File: config.mk
export PLATFORM = sky130hd
export DESIGN_NAME = ddr2_init_seq
export DESIGN_NICKNAME = d
export VERILOG_FILES = /design/src/rtl/ddr2_init_pkg.sv /design/src/rtl/ddr2_init_word_gen.sv /design/src/rtl/ddr2_init_gap_timer.sv /design/src/rtl/ddr2_init_seq_fsm.sv /design/src/rtl/ddr2_init_seq.sv
export SDC_FILE = /design/constraint.sdc
export NUM_CORES = 1
export LEC_CHECK = 0
export BUFFER_PORTS_ARGS = -buffer_cell sky130_fd_sc_hd__buf_2
export CORE_AREA = 2 2 102 55
export CTS_CLUSTER_DIAMETER = 30
export DETAILED_ROUTE_END_ITERATION = 12
export DIE_AREA = 0 0 104 57
export PLACE_DENSITY = 0.82
export SLEW_MARGIN = 20
export SYNTH_ARGS = -nofsm -noshare
export SYNTH_HDL_FRONTEND = slang
export SYNTH_HIERARCHICAL = 1
export SYNTH_SLANG_ARGS = --single-unit
File: constraint.sdc
create_clock -name clk -period 2.3 [get_ports clk]
set_input_delay 0.23 -clock clk [delete_from_list [all_inputs] [get_ports clk]]
set_output_delay 0.23 -clock clk [all_outputs]
set_load 0.005 [all_outputs]
File: src/rtl/ddr2_init_pkg.sv
package ddr2_init_pkg;

  localparam int CMD_W    = 32;
  localparam int CHIP_W   = 2;
  localparam int STEP_CNT = 13;
  localparam int STEP_W   = $clog2(STEP_CNT);

  typedef enum logic [1:0] {
    MC_PALL = 2'd0,
    MC_AREF = 2'd1,
    MC_MRS  = 2'd2,
    MC_NOP  = 2'd3
  } memcmd_e;

  typedef enum logic [1:0] {
    S_IDLE,
    S_WAIT_CAL,
    S_ISSUE,
    S_GAP
  } seq_state_e;

  // Mode register address: burst length, CAS latency, DLL reset, write recovery
  function automatic logic [15:0] mr_addr(input logic [2:0] bl, input logic [2:0] cl,
                                          input logic dll_rst, input logic [2:0] wr);
    return {4'd0, wr, dll_rst, 1'b0, cl, 1'b0, bl};
  endfunction

  // Extended mode register address: OCD field and 75-ohm termination, full drive
  function automatic logic [15:0] emr_addr(input logic [2:0] ocd);
    return {6'd0, ocd, 7'b000_0100};
  endfunction

  function automatic logic [CMD_W-1:0] pack_cmd(input logic [CHIP_W-1:0] chip,
                                                input memcmd_e mc,
                                                input logic [1:0] bank,
                                                input logic [15:0] addr);
    return {9'd0, 1'b0, chip, mc, bank, addr};
  endfunction

  function automatic logic [CMD_W-1:0] step_word(input logic [CHIP_W-1:0] chip,
                                                 input logic [STEP_W-1:0] step);
    memcmd_e     mc;
    logic [1:0]  bk;
    logic [15:0] ad;
    mc = MC_MRS;
    bk = 2'd0;
    ad = 16'd0;
    case (step)
      4'd0:              mc = MC_NOP;
      4'd1, 4'd6:        mc = MC_PALL;
      4'd2:              bk = 2'd2;
      4'd3:              bk = 2'd3;
      4'd4:              bk = 2'd1;
      4'd5:              ad = mr_addr(3'd2, 3'd4, 1'b1, 3'd3);
      4'd7, 4'd8, 4'd9:  mc = MC_AREF;
      4'd10:             ad = mr_addr(3'd2, 3'd4, 1'b0, 3'd3);
      4'd11: begin       bk = 2'd1; ad = emr_addr(3'b111); end
      4'd12: begin       bk = 2'd1; ad = emr_addr(3'b000); end
      default:           mc = MC_NOP;
    endcase
    return pack_cmd(chip, mc, bk, ad);
  endfunction

  // Steps followed by an idle gap
  function automatic logic step_gap(input logic [STEP_W-1:0] step);
    return (step == 4'd1) || (step == 4'd8) || (step == 4'd10) || (step == 4'd11);
  endfunction

endpackage

File: src/rtl/ddr2_init_word_gen.sv
module ddr2_init_word_gen
  import ddr2_init_pkg::*;
(
  input  logic [CHIP_W-1:0] chip_i,
  input  logic [STEP_W-1:0] step_i,
  output logic [CMD_W-1:0]  word_o
);

  always_comb word_o = step_word(chip_i, step_i);

endmodule

File: src/rtl/ddr2_init_gap_timer.sv
module ddr2_init_gap_timer #(
  parameter int GAP_W   = 16,
  parameter int MIN_GAP = 10
) (
  input  logic             clk,
  input  logic             rst_n,
  input  logic             load_i,
  input  logic [GAP_W-1:0] req_i,
  output logic             last_o
);

  localparam logic [GAP_W-1:0] FLOOR = GAP_W'(MIN_GAP);
  localparam logic [GAP_W-1:0] ONE   = GAP_W'(1);

  logic [GAP_W-1:0] cnt_q;
  logic [GAP_W-1:0] eff_len;

  always_comb eff_len = (req_i < FLOOR) ? FLOOR : req_i;

  always_ff @(posedge clk or negedge rst_n) begin
    if (!rst_n)             cnt_q <= '0;
    else if (load_i)        cnt_q <= eff_len;
    else if (cnt_q != '0)   cnt_q <= cnt_q - ONE;
  end

  assign last_o = (cnt_q == ONE);

  AST_GAP_FLOOR: assert property (@(posedge clk) disable iff (!rst_n)
    load_i |=> (cnt_q >= FLOOR));

  AST_GAP_COUNTS_DOWN: assert property (@(posedge clk) disable iff (!rst_n)
    (!load_i && cnt_q != '0) |=> (cnt_q == $past(cnt_q) - ONE));

endmodule

File: src/rtl/ddr2_init_seq_fsm.sv
module ddr2_init_seq_fsm
  import ddr2_init_pkg::*;
#(
  parameter int GAP_W = 16
) (
  input  logic              clk,
  input  logic              rst_n,
  input  logic              start_i,
  input  logic [CHIP_W-1:0] max_chip_i,
  input  logic              cal_done_i,
  input  logic [GAP_W-1:0]  gap_cycles_i,
  input  logic              cmd_ready_i,
  input  logic              gap_last_i,
  output logic              cmd_valid_o,
  output logic [STEP_W-1:0] step_o,
  output logic [CHIP_W-1:0] chip_o,
  output logic              gap_load_o,
  output logic [GAP_W-1:0]  gap_len_o,
  output logic              busy_o,
  output logic              done_o
);

  localparam logic [STEP_W-1:0] STEP_LAST = STEP_W'(STEP_CNT - 1);
  localparam logic [STEP_W-1:0] STEP_ONE  = STEP_W'(1);
  localparam logic [CHIP_W-1:0] CHIP_ONE  = CHIP_W'(1);

  seq_state_e        state_q;
  logic [STEP_W-1:0] step_q;
  logic [CHIP_W-1:0] chip_q;
  logic [CHIP_W-1:0] max_q;
  logic [GAP_W-1:0]  gap_q;
  logic              done_q;

  // Named internal events
  logic hs, last_step, last_chip, seq_end, take_gap, start_ok;
  assign hs        = cmd_valid_o && cmd_ready_i;
  assign last_step = (step_q == STEP_LAST);
  assign last_chip = (chip_q == max_q);
  assign seq_end   = hs && last_step && last_chip;
  assign take_gap  = hs && step_gap(step_q);
  assign start_ok  = (state_q == S_IDLE) && start_i;

  always_ff @(posedge clk or negedge rst_n) begin
    if (!rst_n) begin
      state_q <= S_IDLE;
      step_q  <= '0;
      chip_q  <= '0;
      max_q   <= '0;
      gap_q   <= '0;
      done_q  <= 1'b0;
    end else begin
      case (state_q)
        S_IDLE: if (start_i) begin
          state_q <= S_WAIT_CAL;
          step_q  <= '0;
          chip_q  <= '0;
          max_q   <= max_chip_i;
          gap_q   <= gap_cycles_i;
          done_q  <= 1'b0;
        end
        S_WAIT_CAL: if (cal_done_i) state_q <= S_ISSUE;
        S_ISSUE: if (hs) begin
          if (seq_end) begin
            state_q <= S_IDLE;
            done_q  <= 1'b1;
          end else if (take_gap) begin
            state_q <= S_GAP;
          end else if (last_step) begin
            step_q <= '0;
            chip_q <= chip_q + CHIP_ONE;
          end else begin
            step_q <= step_q + STEP_ONE;
          end
        end
        S_GAP: if (gap_last_i) begin
          state_q <= S_ISSUE;
          step_q  <= step_q + STEP_ONE;
        end
        default: state_q <= S_IDLE;
      endcase
    end
  end

  assign cmd_valid_o = (state_q == S_ISSUE);
  assign step_o      = step_q;
  assign chip_o      = chip_q;
  assign gap_load_o  = take_gap;
  assign gap_len_o   = gap_q;
  assign busy_o      = (state_q != S_IDLE);
  assign done_o      = done_q;

  AST_CAL_GATE: assert property (@(posedge clk) disable iff (!rst_n)
    (state_q == S_WAIT_CAL && !cal_done_i) |=> !cmd_valid_o);

  AST_START_IGNORED: assert property (@(posedge clk) disable iff (!rst_n)
    (busy_o && start_i) |=> ($stable(max_q) && $stable(gap_q)));

  AST_START_TAKEN: assert property (@(posedge clk) disable iff (!rst_n)
    start_ok |=> (busy_o && !done_o));

  AST_CHIP_BOUND: assert property (@(posedge clk) disable iff (!rst_n)
    cmd_valid_o |-> (chip_q <= max_q));

  AST_DONE_IDLE: assert property (@(posedge clk) disable iff (!rst_n)
    done_o |-> !busy_o);

  AST_DONE_AFTER_END: assert property (@(posedge clk) disable iff (!rst_n)
    seq_end |=> (done_o && !busy_o));

  AST_STEP_ON_HS: assert property (@(posedge clk) disable iff (!rst_n)
    (cmd_valid_o && !cmd_ready_i) |=> ($stable(step_q) && $stable(chip_q)));

endmodule

File: src/rtl/ddr2_init_seq.sv
module ddr2_init_seq
  import ddr2_init_pkg::*;
#(
  parameter int GAP_W   = 16,
  parameter int MIN_GAP = 10
) (
  input  logic              clk,
  input  logic              rst_n,
  input  logic              start_i,
  input  logic [CHIP_W-1:0] max_chip_i,
  input  logic              cal_done_i,
  input  logic [GAP_W-1:0]  gap_cycles_i,
  output logic [CMD_W-1:0]  cmd_word_o,
  output logic              cmd_valid_o,
  input  logic              cmd_ready_i,
  output logic              busy_o,
  output logic              done_o
);

  logic [STEP_W-1:0] step;
  logic [CHIP_W-1:0] chip;
  logic              gap_load;
  logic              gap_last;
  logic [GAP_W-1:0]  gap_len;

  ddr2_init_seq_fsm #(.GAP_W(GAP_W)) u_fsm (
    .clk          (clk),
    .rst_n        (rst_n),
    .start_i      (start_i),
    .max_chip_i   (max_chip_i),
    .cal_done_i   (cal_done_i),
    .gap_cycles_i (gap_cycles_i),
    .cmd_ready_i  (cmd_ready_i),
    .gap_last_i   (gap_last),
    .cmd_valid_o  (cmd_valid_o),
    .step_o       (step),
    .chip_o       (chip),
    .gap_load_o   (gap_load),
    .gap_len_o    (gap_len),
    .busy_o       (busy_o),
    .done_o       (done_o)
  );

  ddr2_init_gap_timer #(.GAP_W(GAP_W), .MIN_GAP(MIN_GAP)) u_gap (
    .clk    (clk),
    .rst_n  (rst_n),
    .load_i (gap_load),
    .req_i  (gap_len),
    .last_o (gap_last)
  );

  ddr2_init_word_gen u_word (
    .chip_i (chip),
    .step_i (step),
    .word_o (cmd_word_o)
  );

  AST_HOLD_WORD: assert property (@(posedge clk) disable iff (!rst_n)
    (cmd_valid_o && !cmd_ready_i) |=> (cmd_valid_o && $stable(cmd_word_o)));

  AST_NO_DEEP_PD: assert property (@(posedge clk) disable iff (!rst_n)
    cmd_valid_o |-> (cmd_word_o[31:22] == 10'd0));

  AST_VALID_IN_RUN: assert property (@(posedge clk) disable iff (!rst_n)
    cmd_valid_o |-> busy_o);

endmodule

=== After elaboration in Yosys (flattened, before gate mapping) ===
Index checks and enable logic that the tools add are counted.

* Bits in registers: 43
* Bits in latches: 0
* RAM bits: 0
* ROM bits: 0
* Output and inout port bits: 35
* Logic and storage cells: 89
* Memories kept: 0

* Add/subtract/negate cells: 3
* $mul: 0
* Divide/modulo/power cells: 0
* Magnitude comparators: 1
* Equality and inequality tests: 26
* Shifts and indexed selects: 0
* Multiplexer cells: 30
* Bitwise gates (word level): 0
* Reduce and logical (&&, ||, !) cells: 22

{| class="wikitable"
|+ Operator list
! cell !! count
|-
| 2-to-1 mux 16 bit || 3
|-
| case mux 11 bit (4 select lines) || 1
|-
| 2-to-1 mux 4 bit || 6
|-
| 2-to-1 mux 2 bit || 11
|-
| == test 4 bit, second input constant || 5
|-
| == test 16 x 1 -> 1 bit, second input constant || 1
|-
| == test 4 x 3 -> 1 bit, second input constant || 4
|-
| less-than comparator 16 x 4 -> 1 bit, second input constant || 1
|-
| inequality test 2 bit, second input constant || 8
|-
| nonzero test 16 bit || 1
|-
| subtractor 16 x 1 -> 16 bit, second input constant || 1
|-
| case mux 2 bit (3 select lines) || 2
|-
| case mux 4 bit (3 select lines) || 1
|-
| AND reduction 6 bit || 2
|-
| == test 4 x 2 -> 1 bit, second input constant || 2
|-
| case mux 2 bit (4 select lines) || 1
|-
| OR reduction 7 bit || 1
|-
| nonzero test 2 bit || 3
|-
| OR reduction 3 bit || 2
|-
| AND reduction 5 bit || 1
|-
| adder 4 x 1 -> 4 bit, second input constant || 1
|-
| == test 2 bit, second input constant || 2
|-
| == test 4 x 1 -> 1 bit, second input constant || 1
|-
| logical AND 1 bit || 4
|-
| other kinds (13) || 17
|}

=== Logic depth before layout (Yosys ltp) ===
* Depth in word-level cells: 9
* Mapped depth: 9

=== Hierarchy ===
The synthesis kept the hierarchy.

{| class="wikitable"
|+ Modules (own cells, without submodules)
! module !! times used !! cells each !! area an instance (um^2)
|-
| ddr2_init_seq_fsm || 1 || 105 || 1305.0
|-
| ddr2_init_gap_timer || 1 || 112 || 1016.0
|-
| ddr2_init_word_gen || 1 || 47 || 354.1
|}

=== Least setup slack after synthesis ===
No wires, ideal clock.

* Path kind: flip-flop to flip-flop
* Start point: register u_fsm.step_q[0] (netlist: u_fsm/step_o[0])
* End point: register u_gap.cnt_q[11]
* Setup time: 0.131 ns
* Arrival time: 2.023 ns
* Required time: 2.169 ns
* Setup slack: 0.146 ns
* Stages on the path, launching flop included: 10
* Buffers on the path: 2
* Cells stage by stage: dfrtp_1 > inv_1 > ha_1 > nor4b_2 > nor4b_2 > clkbuf_1 > inv_1 > clkbuf_1 > nand2_1 > o21ai_0

* Word-level cells in the longest chain between the ends: 6
* Elaborated cells on any way between the ends: 10
* Classes of those cells: 4 x eq/ne; 1 x mux; 5 x reduce/logical

{| class="wikitable"
|+ Ends and longest elaborated chain
! element !! line !! RTL
|-
| start: declaration || ddr2_init_seq_fsm.sv:28 || <nowiki>logic [STEP_W-1:0] step_q;</nowiki>
|-
| start signal: assignment || ddr2_init_seq_fsm.sv:72 || <nowiki>step_q <= step_q + STEP_ONE;</nowiki>
|-
| start signal: assignment || ddr2_init_seq_fsm.sv:77 || <nowiki>step_q <= step_q + STEP_ONE;</nowiki>
|-
| == test 4 x 1 -> 1 bit or == test 4 bit (tied branches) || ddr2_init_pkg.sv:66 || <nowiki>return (step == 4'd1) || (step == 4'd8) || (step == 4'd10) || (step == 4'd11);</nowiki>
|-
| logical OR 1 bit (2 in a row) || ddr2_init_pkg.sv:66 ||
|-
| logical OR 1 bit (*) || ddr2_init_pkg.sv:66 ||
|-
| logical AND 1 bit (*) || ddr2_init_seq_fsm.sv:40 || <nowiki>assign take_gap = hs && step_gap(step_q);</nowiki>
|-
| via gap_load || ddr2_init_seq.sv:22 || <nowiki>logic gap_load;</nowiki>
|-
| 2-to-1 mux 16 bit or nonzero test 2 bit (tied branches) || n/a ||
|-
| end signal: assignment || ddr2_init_gap_timer.sv:22 || <nowiki>else if (load_i) cnt_q <= eff_len;</nowiki>
|-
| end signal: assignment || ddr2_init_gap_timer.sv:23 || <nowiki>else if (cnt_q != '0) cnt_q <= cnt_q - ONE;</nowiki>
|-
| end: declaration || ddr2_init_gap_timer.sv:15 || <nowiki>logic [GAP_W-1:0] cnt_q;</nowiki>
|}

The timed path passes the listed nets; every way through them passes the cells marked *.
A chain may end at the register's enable or synchronous reset.

=== Final worst setup path ===
* Start point: register u_gap.cnt_q[5]
* End point: register u_fsm.step_q[3] (netlist: u_fsm/step_o[3])

* Word-level cells in the longest chain between the ends: 3

{| class="wikitable"
|+ Ends and longest elaborated chain
! element !! line !! RTL
|-
| == test 16 x 1 -> 1 bit || ddr2_init_gap_timer.sv:26 || <nowiki>assign last_o = (cnt_q == ONE);</nowiki>
|-
| via gap_last || ddr2_init_seq.sv:23 || <nowiki>logic gap_last;</nowiki>
|-
| inequality test 2 bit (no line) || n/a ||
|-
| AND reduction 6 bit (no line) || n/a ||
|}

The timed path passes the listed nets, and every way through them passes these cells.

==> run_results.csv <==
group,metric,value,unit
cells_and_area,final_cell_mix,"dfrtp_1, buf_2, mux2_2, conb_1, nand2_1",
logic_synthesis,async_flop_share,1.00,
power_and_ir_drop,clkPwrFrac,0.190,
critical_path,r2r_setup_slack,0.10,ns
timing,drv_slew,0,
routing,m1WireLength,2.91,mm
timing,hold_viol,0,
critical_path,arrival,2.38,ns
placement,portBuffers,38,
timing,worst_pin_slew,0.925,ns
logic_synthesis,synth_edf_count,0,
global_route,grt_pass1_wl,9.89,mm
cells_and_area,final_common_cell,"dfrtp_1",
logic_synthesis,syn_inst,264,
routing,viasPerCell,5.73,
floorplanning,num_io_pins,58,
routing,maxUsedRoutingLayer,"met4",
floorplanning,die_h,57,microns
power_and_ir_drop,p_comb_frac,0.413,
logic_synthesis,ys_seq_elements,43,
timing,setup_ws,0.102,ns
critical_path,startpoint_type,"flop",
critical_path,crit_required,2.48,ns
critical_path,startpoint,"u_gap/cnt_q[5]$_DFFE_PN0P_",
power_and_ir_drop,switching_share,0.396,
routing,route.met2.wl,2.50,mm
min_path,min_path_type,"in -> async",
timing,tns,0,ns
routing,route.detailed.drc,0,
floorplanning,start_util,0.521,
clocking,cts_resized,0,
power_and_ir_drop,powerDensity,1070,nW/um^2
floorplanning,core_area,5130,sq um
timing,fin_crit,2.20,ns
clocking,root_buffer,"clkbuf_8",
cells_and_area,nets,336,
timing,clock.fmax,0.455,GHz
timing,maxSlewHeadroom,0.384,
clocking,cts.clk_slew.worst_paths,0.09,ns
global_route,overflow,0,
logic_synthesis,synthDominantCellAreaShare,0.402,
clocking,cts-buffers-inserted,5,
power_and_ir_drop,vdd_drop_max,0.600,mV
routing,num_vias,2185,
global_route,grt_pass1_vias,1931,
timing,fin_crit_sh,0.956,
logic_synthesis,yosys.cell_types.count,57,
critical_path,crit_chain,"nor4_4 > and2_1 > and4_1 > mux2_2 > a21oi_1 > nor4_1 > o21ai_1",
logic_synthesis,syn_area,2680,sq um
critical_path,worst_path_max_delay_cell,"dfrtp_1",
run,cap_violations,0,
power_and_ir_drop,switchingPower,0.00128,W
routing,wl,6.10,mm
clocking,cts.sinks,43,
floorplanning,fp-row-count,19,
routing,antenna_left,0,
power_and_ir_drop,p_int,0.00195,W
floorplanning,dieArea,5930,sq um
timing,whs,0.0594,ns
critical_path,end_kind,"flop",
critical_path,reg2reg_from,"u_gap/cnt_q[5]$_DFFE_PN0P_",
clocking,clk_path_buf_depth,2,
logic_synthesis,yosysWarnings,6,
logic_synthesis,ys.flop_type,"dfrtp_1",
placement,dpl.hpwl,4.49,mm
routing,dr_wl_met3,608,microns
clocking,postCtsSetupBuffers,0,
timing,setup_violations,0,
placement,preCtsSetupSlack,0.0986,ns
routing,firstDrtPassIters,5,
cells_and_area,syn2layout_area_growth,12.9,%
routing,wl_per_cell,16.0,microns
placement,gp_congestion,0.907,
critical_path,reg2reg_to,"u_fsm/step_o[3]$_DFFE_PN0P_",
cells_and_area,antenna_cells,0,
global_route,grt_use_total,0.212,
clocking,htreeDepth,2,
power_and_ir_drop,pwr-share-seq,0.397,
critical_path,worst-r2r-cell-count,7,
clocking,holdBufCountCts,0,
critical_path,critical_path_class,"reg -> reg",
logic_synthesis,synth_top_area_cell,"dfrtp_1",
logic_synthesis,ys_seq_area_frac,0.402,
power_and_ir_drop,p_leak,1.38,nW
cells_and_area,drive_gt1_frac,0.315,
global_route,antenna_found_initial,0,
critical_path,critical_path.max_fanout,6,
floorplanning,die_w,104,microns
routing,drtIter0Drc,276,
critical_path,slowest_delay,0.47,ns
outcome,outcome,"complete, no violations",
logic_synthesis,yosys-top-cells-area,"dfrtp_1, mux2_2, buf_4",
clocking,cts_tree,"built",
timing,rsz0062_at_grt,"false",
global_route,grt_start_max_net_pins,44,
timing,fin_worst_skew,0.00242,ns
logic_synthesis,syn_avg_cell_area,10.1,sq um
clocking,clk_latency,0.30,ns
==> sequential cells by signal, summed over array words and instances (netlist names) <==
| name | count |
|---|---|
| u_fsm/state_q | 2 |
| u_fsm/chip_o | 2 |
| u_fsm/max_q | 2 |
| u_fsm/step_o | 4 |
| u_fsm/gap_len_o | 16 |
| u_gap/cnt_q | 16 |
| u_fsm/done_o | 1 |
==> worst max path at each step <==
stage                                       end  slack [ns]  cells after the start
floorplan           u_gap/cnt_q[11]$_DFFE_PN0P_        0.15                      9
global placement    u_fsm/step_o[1]$_DFFE_PN0P_        0.16                      7
detailed placement  u_fsm/step_o[0]$_DFFE_PN0P_         0.1                      7
CTS                 u_fsm/step_o[0]$_DFFE_PN0P_        0.08                      7
global route         u_gap/cnt_q[4]$_DFFE_PN0P_        0.03                      9
finish              u_fsm/step_o[3]$_DFFE_PN0P_        0.10                      7
==> cell usage after synthesis, drive strengths merged, types with 2 or more instances <==
master and number:
nor4b 4, and4b 2, a2bb2oi 2, o21ai 17, mux2 20, nand4b 2, a32oi 3, nand4 4
a31oi 3, nand2 18, xnor2 3, and2 3, nor4 8, nand3 7, mux2i 6, nor3 3
or3b 2, a21oi 8, or3 3, ha 6, o41ai 2, nand3b 4, nor3b 4, xor2 4
o31ai 2, a21boi 2, and4 3, o211ai 2, nor2 14, clkbuf 4, buf 30, inv 12
dfrtp 43
==> critical path, delay by kind of cell, from the launching register on <==
family             cells  cell delay, ns
DFF                    1            0.47
and+or+nand+nor        4            1.15
AOI/OAI and AO/OA      2            0.24
muxes                  1            0.22
==> per-stage QoR <==
stage	utilization	total power (W)	cells	area [sq um]
2_1_floorplan	-	0.00220	282	2740
3_3_place_gp	0.563	0.00252	373	2890
3_5_place_dp	0.563	0.00257	373	2890
4_1_cts	0.586	0.00319	381	3010
5_1_grt	0.588	0.00344	381	3020
6_report	0.588	0.00323	381	3020
==> power groups by stage <==
stage               registers [W]  clock network (W)  logic [W]
CTS                       0.00127           0.000621    0.00130
global route              0.00131           0.000666    0.00146
detailed placement        0.00128                  0    0.00130
finish                    0.00128           0.000613    0.00133
global placement          0.00126                  0    0.00126
floorplan                 0.00120                  0   0.000998
==> metal layers <==
| layer | vias up | GRT usage |
|---|---|---|
| met1 | 1050 | 0.331 |
| met3 | 12 | 0.0549 |
| li1 | 999 | - |
| met2 | 124 | 0.297 |
| met4 | 0 | 0.0386 |
| met5 | - | 0 |
==> layout make-up <==
cell class | instances | area, sq um
flip-flops and latches | 43 | 1080
multi-input cells | 193 | 1400
well taps | 73 | 91.3
repair buffers | 52 | 295
inverters | 12 | 45.0
fillers | 404 | 2120
clock inverters | 3 | 47.5
clock buffers | 5 | 68.8
==> kinds of logic after synthesis <==
| logic type | after synthesis | synth area share |
|---|---|---|
| other | 1 | 0.00140 |
| multiplexers | 26 | 0.108 |
| AND/OR/NAND/NOR | 88 | 0.217 |
| AO/OA/AOI/OAI | 47 | 0.113 |
| XOR/XNOR | 7 | 0.0229 |
| adder cells (fa/ha/maj) | 6 | 0.0281 |
| flip-flops | 43 | 0.402 |
| buffers and inverters | 46 | 0.108 |
(Power assumes the default switching activity.)
